<file path="src/rtl/spi_byte_pkg.sv">
package spi_byte_pkg;

  // Strobes from the sequencer to the shift datapath, all single-cycle.
  typedef struct packed {
    logic load;    // capture the outgoing byte and present its top bit
    logic shift;   // advance the outgoing bit
    logic sample;  // capture one incoming bit
    logic finish;  // publish the received byte
  } stb_t;

endpackage

</file>
<file path="src/rtl/spi_byte_ctrl.sv">
module spi_byte_ctrl
  import spi_byte_pkg::*;
#(
  parameter int DATA_W = 8,
  parameter int DIV_W  = 4
) (
  input  logic             clk,
  input  logic             rstN,
  input  logic             start,
  input  logic [DIV_W-1:0] divCode,
  input  logic             cpol,
  input  logic             cpha,
  output logic             busy,
  output logic             sclk,
  output stb_t             stb,
  output logic [DIV_W-1:0] divQ,
  output logic             cpolQ,
  output logic             cphaQ
);

  localparam int HALF_W = (1 << DIV_W) - 1;   // widest half-period count
  localparam int EDGES  = 2 * DATA_W;
  localparam int EDGE_W = $clog2(EDGES);

  logic [HALF_W-1:0] halfCnt;
  logic [HALF_W-1:0] halfLim;
  logic [EDGE_W-1:0] edgeCnt;
  logic              tick;
  logic              leading;
  logic              lastEdge;

  // 2^n - 1 without a wider intermediate: clear n low bits of all-ones, invert.
  assign halfLim  = ~({HALF_W{1'b1}} << divQ);
  assign tick     = busy && (halfCnt == halfLim);
  assign leading  = ~edgeCnt[0];                      // next edge is odd-numbered
  assign lastEdge = (edgeCnt == EDGE_W'(EDGES - 1));

  always_comb begin
    stb        = '0;
    stb.load   = !busy && start;
    stb.sample = tick && (leading != cphaQ);
    stb.shift  = tick && (leading == cphaQ) && !lastEdge;
    stb.finish = tick && lastEdge;
  end

  always_ff @(posedge clk or negedge rstN) begin
    if (!rstN) begin
      busy    <= 1'b0;
      sclk    <= 1'b0;
      halfCnt <= '0;
      edgeCnt <= '0;
      divQ    <= '1;
      cpolQ   <= 1'b0;
      cphaQ   <= 1'b0;
    end else if (!busy) begin
      sclk <= cpol;
      if (start) begin
        busy    <= 1'b1;
        halfCnt <= '0;
        edgeCnt <= '0;
        divQ    <= divCode;
        cpolQ   <= cpol;
        cphaQ   <= cpha;
      end
    end else if (tick) begin
      halfCnt <= '0;
      sclk    <= ~sclk;
      edgeCnt <= edgeCnt + 1'b1;
      if (lastEdge) begin
        busy <= 1'b0;
      end
    end else begin
      halfCnt <= halfCnt + 1'b1;
    end
  end

endmodule

</file>
<file path="src/rtl/spi_byte_dp.sv">
module spi_byte_dp
  import spi_byte_pkg::*;
#(
  parameter int DATA_W = 8
) (
  input  logic              clk,
  input  logic              rstN,
  input  stb_t              stb,
  input  logic [DATA_W-1:0] txByte,
  input  logic              cphaIn,
  input  logic              miso,
  output logic              mosi,
  output logic [DATA_W-1:0] rxByte
);

  localparam int MSB = DATA_W - 1;

  logic [DATA_W-1:0] txShift;
  logic [DATA_W-1:0] rxShift;
  logic [DATA_W-1:0] rxNext;

  assign rxNext = stb.sample ? {rxShift[MSB-1:0], miso} : rxShift;

  always_ff @(posedge clk or negedge rstN) begin
    if (!rstN) begin
      txShift <= '0;
      rxShift <= '0;
      mosi    <= 1'b0;
      rxByte  <= '0;
    end else begin
      if (stb.load) begin
        mosi    <= txByte[MSB];
        // trailing-phase mode re-presents the top bit on the first edge
        txShift <= cphaIn ? txByte : {txByte[MSB-1:0], 1'b0};
        rxShift <= '0;
      end else begin
        if (stb.shift) begin
          mosi    <= txShift[MSB];
          txShift <= {txShift[MSB-1:0], 1'b0};
        end
        rxShift <= rxNext;
      end
      if (stb.finish) begin
        rxByte <= rxNext;
      end
    end
  end

endmodule

</file>
<file path="src/rtl/spi_byte_engine.sv">
module spi_byte_engine
  import spi_byte_pkg::*;
#(
  parameter int DATA_W = 8,
  parameter int DIV_W  = 4
) (
  input  logic              clk,
  input  logic              rstN,
  input  logic              start,
  input  logic [DATA_W-1:0] txByte,
  input  logic [DIV_W-1:0]  divCode,
  input  logic              cpol,
  input  logic              cpha,
  input  logic              miso,
  output logic              sclk,
  output logic              mosi,
  output logic              busy,
  output logic [DATA_W-1:0] rxByte
);

  stb_t             stb;
  logic [DIV_W-1:0] divQ;
  logic             cpolQ;
  logic             cphaQ;

  spi_byte_ctrl #(.DATA_W(DATA_W), .DIV_W(DIV_W)) u_ctrl (
    .clk     (clk),
    .rstN    (rstN),
    .start   (start),
    .divCode (divCode),
    .cpol    (cpol),
    .cpha    (cpha),
    .busy    (busy),
    .sclk    (sclk),
    .stb     (stb),
    .divQ    (divQ),
    .cpolQ   (cpolQ),
    .cphaQ   (cphaQ)
  );

  spi_byte_dp #(.DATA_W(DATA_W)) u_dp (
    .clk    (clk),
    .rstN   (rstN),
    .stb    (stb),
    .txByte (txByte),
    .cphaIn (cpha),
    .miso   (miso),
    .mosi   (mosi),
    .rxByte (rxByte)
  );

endmodule

</file>
<file path="config.mk">
export PLATFORM = sky130hd
export DESIGN_NAME = spi_byte_engine
export DESIGN_NICKNAME = d
export VERILOG_FILES = /design/src/rtl/spi_byte_pkg.sv /design/src/rtl/spi_byte_ctrl.sv /design/src/rtl/spi_byte_dp.sv /design/src/rtl/spi_byte_engine.sv
export SDC_FILE = /design/constraint.sdc
export NUM_CORES = 1
export LEC_CHECK = 0
export CAP_MARGIN = 20
export CORE_MARGIN = 8
export CORE_UTILIZATION = 34
export CTS_CLUSTER_DIAMETER = 50
export DETAILED_ROUTE_END_ITERATION = 7
export PLACE_DENSITY = 0.61
export SYNTH_ARGS = -nofsm -noshare
export SYNTH_HDL_FRONTEND = slang
export SYNTH_HIERARCHICAL = 1
export SYNTH_SLANG_ARGS = --single-unit
</file>
<file path="constraint.sdc">
create_clock -name clk -period 5.75 [get_ports clk]
set_clock_uncertainty 0.05 [all_clocks]
set_input_delay 1.15 -clock clk [delete_from_list [all_inputs] [get_ports clk]]
set_output_delay 1.15 -clock clk [all_outputs]
set_load 0.03 [all_outputs]
</file>
==> impl_metrics.yaml, run 1 <==
sta:
  relSlewSlack_pct: 42.8
  fin_hold_ws_ns: 0.482
  tightestPinTransition_ns: 0.853
  report.final.slew_viol_count: 0
  fmax_ghz: 0.323
  final.setup.tns_ns: 0
  fin_crit_sh_pct: 53.8
  rsz0062_at_grt: "no"
  period_minus_slack_ns: 3.09
  finalWorstSetupSlack_ns: 2.66
  setup_viol: 0
  hold_viol: 0
logic_synthesis:
  syn_inst: 289
  ys_warn_count: 6
  avgSynthCellArea_um2: 9.95
  synth_nets: 309
  syn_area_mm2: 0.00288
critical_path:
  cp_max_fo: 21
  crit_required_ns: 4.55
  cp.arrival_ns: 1.89
  cp_top_family: "buffers and inverters"
  cp_slowest_cell: "clkdlybuf4s50_1"
  worstSetupPathType: "flop to primary output"
  critPathBufInv: 1
  endpoint_kind: "primary output"
  critical-path-max-stage-delay_ns: 0.80
  path_cells: "clkdlybuf4s50_1"
  start_kind: "flop"
cts:
  cts_tree: "done"
  numCtsBuffers: 5
  post_cts_resize_count: 0
  root_buffer: "clkbuf_8"
  clock_sinks: 51
  clk-insertion-delay-late_ns: 0.32
  cts_setup_buffers: 0
  clockBufferDepth: 2
  clk_pin_slew_ns: 0.11
  cts_hold_buf: 0
  h-tree-depth: 2
detailed_routing:
  wl_mm: 6.10
  vias: 2144
  vias_per_cell: 5.15
  dr.pass1.iters: 4
  routedWlPerCell_um: 14.7
  drt.antenna.violating_nets: 0
  drt_iter0_markers: 64
  drc: 0
global_route:
  grt_pass1_wl_mm: 10.6
  grt_pass1_vias: 2246
  track_usage_pct: 11.0
  overflow: 0
  grt_max_degree: 52
  antenna_found_initial: 0
hold_path:
  hp-class: "flop to flop"
placed_design:
  port_buffers: 28
  pre_cts_slack_ns: 2.38
  place_area_mm2: 0.00316
  dpl.hpwl_mm: 4.22
  gp_congestion: 0.819
power_and_ir_drop:
  p_total_mw: 0.875
  vdd_drop_max_v: 0.000125
  power.density_mw_per_mm2: 268
  leakage_nw: 1.28
layout:
  n_antenna_cell: 0
  fill_cells: 821
  drive_gt1_share_pct: 9.97
  design_area_mm2: 0.00326
  regArea_mm2: 0.00128
  area_growth_pct: 13.4
  mostFrequentLayoutCells: "dfrtp_1 (47), nor2_1 (40), mux2i_1 (33)"
  multi_input_area_mm2: 0.00142
  layout.nets: 330
  final_common_cell: "dfrtp_1"
outcome:
  outcome: "complete, no violations"
floorplan:
  pin_count: 29
  core_mm2: 0.00822
  die_x_um: 108
  die-area_mm2: 0.0117
  initial_core_util_pct: 35.0
  fp.dieH_um: 108
  rows: 33
job:
  cap_violations: 0
-- flip-flops by register name, summed over array words and instances (netlist names) --
name and cells:
u_ctrl/busy 1, u_ctrl/cphaQ 1, u_ctrl/divQ 4, u_ctrl/edgeCnt 4
u_ctrl/halfCnt 15, u_ctrl/sclk 1, u_dp/mosi 1, u_dp/rxByte 8
u_dp/rxShift 8, u_dp/txShift 8
-- per-layer routing --
metal  global-route usage, %  part of all wire, %  vias to the layer above
li1                        -                    -                     1056
met1                    13.7                   48                     1031
met2                    18.0                   46                       48
met3                    3.21                  4.9                        9
met4                    3.27                  1.1                        0
met5                       0                    0                        -
-- path summary, 6_finish.rpt --
kind | startpoint | end | slack [ns] | depth (start not counted)
max | u_ctrl/busy | busy | 2.66 | 1
min | u_dp/rxShift[7] | u_dp/rxShift[7] | 0.48 | 2
max reg2reg | u_ctrl/busy | u_dp/txShift[0] | 2.68 | 5
min reg2reg | u_dp/rxShift[7] | u_dp/rxShift[7] | 0.48 | 2
max in group asynchronous | rstN | u_ctrl/sclk | 4.34 | 2
min in group asynchronous | rstN | u_ctrl/halfCnt[10] | 0.88 | 2
-- area by class of cell --
| type | count | share of cell area [%] |
|---|---|---|
| multi-input combinational | 212 | 43.4 |
| sequential | 51 | 39.3 |
| timing repair buffer | 33 | 9.59 |
| tap | 105 | 4.03 |
| clock buffer | 5 | 2.11 |
| inverter | 7 | 0.806 |
| clock inverter | 3 | 0.767 |
-- metrics by stage --
step	utilization, %	cells
2_1_floorplan	-	289
3_3_place_gp	38.4	407
3_5_place_dp	38.4	407
4_1_cts	39.6	415
5_1_grt	39.7	416
6_report	39.7	416
-- where the power goes --
group / switching, mW / leakage [nW] / internal [mW]
Combinational: 0.0941 / 0.618 / 0.0886
Sequential: 0.0685 / 0.615 / 0.402
Clock: 0.133 / 0.0452 / 0.0890
-- tightest hold or removal path, cell delays in order, from the launching register on --
cell and delay (ns):
dfrtp_1 0.34, mux2i_1 0.08, nor2_1 0.08
Power figures use the tool's default switching activity.
==> run 2, diff against run 1 <==
==> constraint.sdc (replaced) <==
create_clock -name clk -period 3.2 [get_ports clk]
set_clock_uncertainty 0.05 [all_clocks]
set_input_delay 0.64 -clock clk [delete_from_list [all_inputs] [get_ports clk]]
set_output_delay 0.64 -clock clk [all_outputs]
set_load 0.03 [all_outputs]
==> impl_metrics.yaml, run 2 (synthesis results as in run 1) <==
sta:
  fmax_ghz: 0.366
  final.setup.tns_ns: 0
  relSlewSlack_pct: 64.6
  tightestPinTransition_ns: 0.532
  finalWorstSetupSlack_ns: 0.466
  rsz0062_at_grt: "no"
  period_minus_slack_ns: 2.73
  report.final.slew_viol_count: 0
  hold_viol: 0
  setup_viol: 0
  fin_crit_sh_pct: 85.4
placed_design:
  port_buffers: 28
  dpl.hpwl_mm: 4.34
  placedCellCount: 410
  pre_cts_slack_ns: 0.479
  gp_congestion: 0.754
layout:
  mostFrequentLayoutCells: "dfrtp_1 (47), nor2_1 (40), mux2i_1 (33)"
  drive_gt1_share_pct: 10.8
  top_register: "u_ctrl/halfCnt"
  final_common_cell: "dfrtp_1"
  largest_register_ffs: 15
  finalNonFillerCells: 419
  n_antenna_cell: 0
  area_growth_pct: 14.6
  layout.nets: 333
critical_path:
  endpoint_kind: "flop"
  critPathBufInv: 1
  cp.arrival_ns: 2.88
  r2r_start: "u_ctrl/divQ[3]"
  path_cells: "or4b_1 > o21ai_1 > a2111oi_4 > nand4_2 > nor4_2 > buf_4 > mux2i_1 > a21oi_1"
  startpoint: "u_ctrl/divQ[3]"
  cp_max_fo: 20
  crit_required_ns: 3.35
  cp_top_family: "simple AND/OR/NAND/NOR gates"
  cp_slowest_cell: "dfstp_2"
  worstSetupPathType: "flop to flop"
  critical-path-max-stage-delay_ns: 0.75
  start_kind: "flop"
cts:
  cts_setup_buffers: 0
  root_buffer: "clkbuf_8"
  clock_sinks: 51
  post_cts_resize_count: 0
  clockBufferDepth: 2
  h-tree-depth: 2
  numCtsBuffers: 5
  clk_pin_slew_ns: 0.10
  clk-insertion-delay-late_ns: 0.31
  cts_tree: "done"
  cts_hold_buf: 0
detailed_routing:
  drc: 0
  vias_per_cell: 5.08
  routedWlPerCell_um: 14.5
  drt.antenna.violating_nets: 0
  vias: 2129
  wl_mm: 6.08
  dr.pass1.iters: 5
  drt_iter0_markers: 94
global_route:
  track_usage_pct: 11.0
  overflow: 0
  grt_pass1_wl_mm: 10.4
  grt_pass1_vias: 2222
  antenna_found_initial: 0
  grt_max_degree: 49
outcome:
  outcome: "complete, no violations"
hold_path:
  hp-class: "primary input to async pin"
job:
  cap_violations: 0
floorplan:
  pin_count: 29
  rows: 33
  initial_core_util_pct: 35.0
  die_x_um: 108
  die-area_mm2: 0.0117
  fp.dieH_um: 108
  core_mm2: 0.00822
power_and_ir_drop:
  leakage_nw: 1.30
  vdd_drop_max_v: 0.000230
  p_total_mw: 1.56
  power.density_mw_per_mm2: 474
## run 2: area by class of cell
| cell class | count | area, µm² |
|---|---|---|
| multi-input combinational | 212 | 1420 |
| inverter | 7 | 26.3 |
| clock inverter | 3 | 25.0 |
| fill | 830 | 4920 |
| clock buffer | 5 | 68.8 |
| sequential | 51 | 1280 |
| tap | 105 | 131 |
| timing repair buffer | 36 | 348 |
## run 2: power breakdown
| part | total, mW | switching [mW] | internal (mW) |
|---|---|---|---|
| Clock | 0.390 | 0.231 | 0.160 |
| Sequential | 0.840 | 0.117 | 0.723 |
| Combinational | 0.333 | 0.172 | 0.161 |
| Total | 1.56 | 0.520 | 1.04 |
## run 2: path summary, 6_finish.rpt
kind,end,slack (ns),depth (start not counted)
hold / removal,u_ctrl/halfCnt[14],0.24,1
hold reg to reg,u_ctrl/cphaQ,0.46,2
setup / recovery,u_dp/rxByte[3],0.47,8
max in group asynchronous,u_ctrl/divQ[2],2.12,3
setup reg to reg,u_dp/rxByte[3],0.47,8
min in group clk,u_ctrl/cphaQ,0.46,2
## run 2: metrics by stage
step / area [µm²] / utilization, % / hold WS, ns
4_1_cts: 3280 / 39.9 / 0.467
3_3_place_gp: 3180 / 38.7 / 0.430
3_5_place_dp: 3180 / 38.7 / 0.444
6_report: 3300 / 40.1 / 0.245
5_1_grt: 3300 / 40.1 / 0.286
2_1_floorplan: 2880 / - / 0.294
## run 2: metal layers
metal  routed length, µm  GRT usage (%)
met1                2920           13.9
met2                2860           17.8
met3                 224           2.97
met4                  72           3.27
met5                   0              0
## run 2: worst register-to-register path: cells and delay by family (launching register included)
family          cells  cell delay (ns)
buf+inv             1             0.23
compound gates      3             0.51
flops               1             0.75
mux                 1             0.25
simple gates        3             0.84
==> run 3, diff against run 2 <==
--- a/config.mk
+++ b/config.mk
@@ -11,6 +11,7 @@
 export CTS_CLUSTER_DIAMETER = 50
 export DETAILED_ROUTE_END_ITERATION = 7
 export PLACE_DENSITY = 0.61
+export SKIP_CTS_REPAIR_TIMING = 1
 export SYNTH_ARGS = -nofsm -noshare
 export SYNTH_HDL_FRONTEND = slang
 export SYNTH_HIERARCHICAL = 1
==> results of run 3 <==
No change in the layout: final DEF, timing and power equal those of run 2.
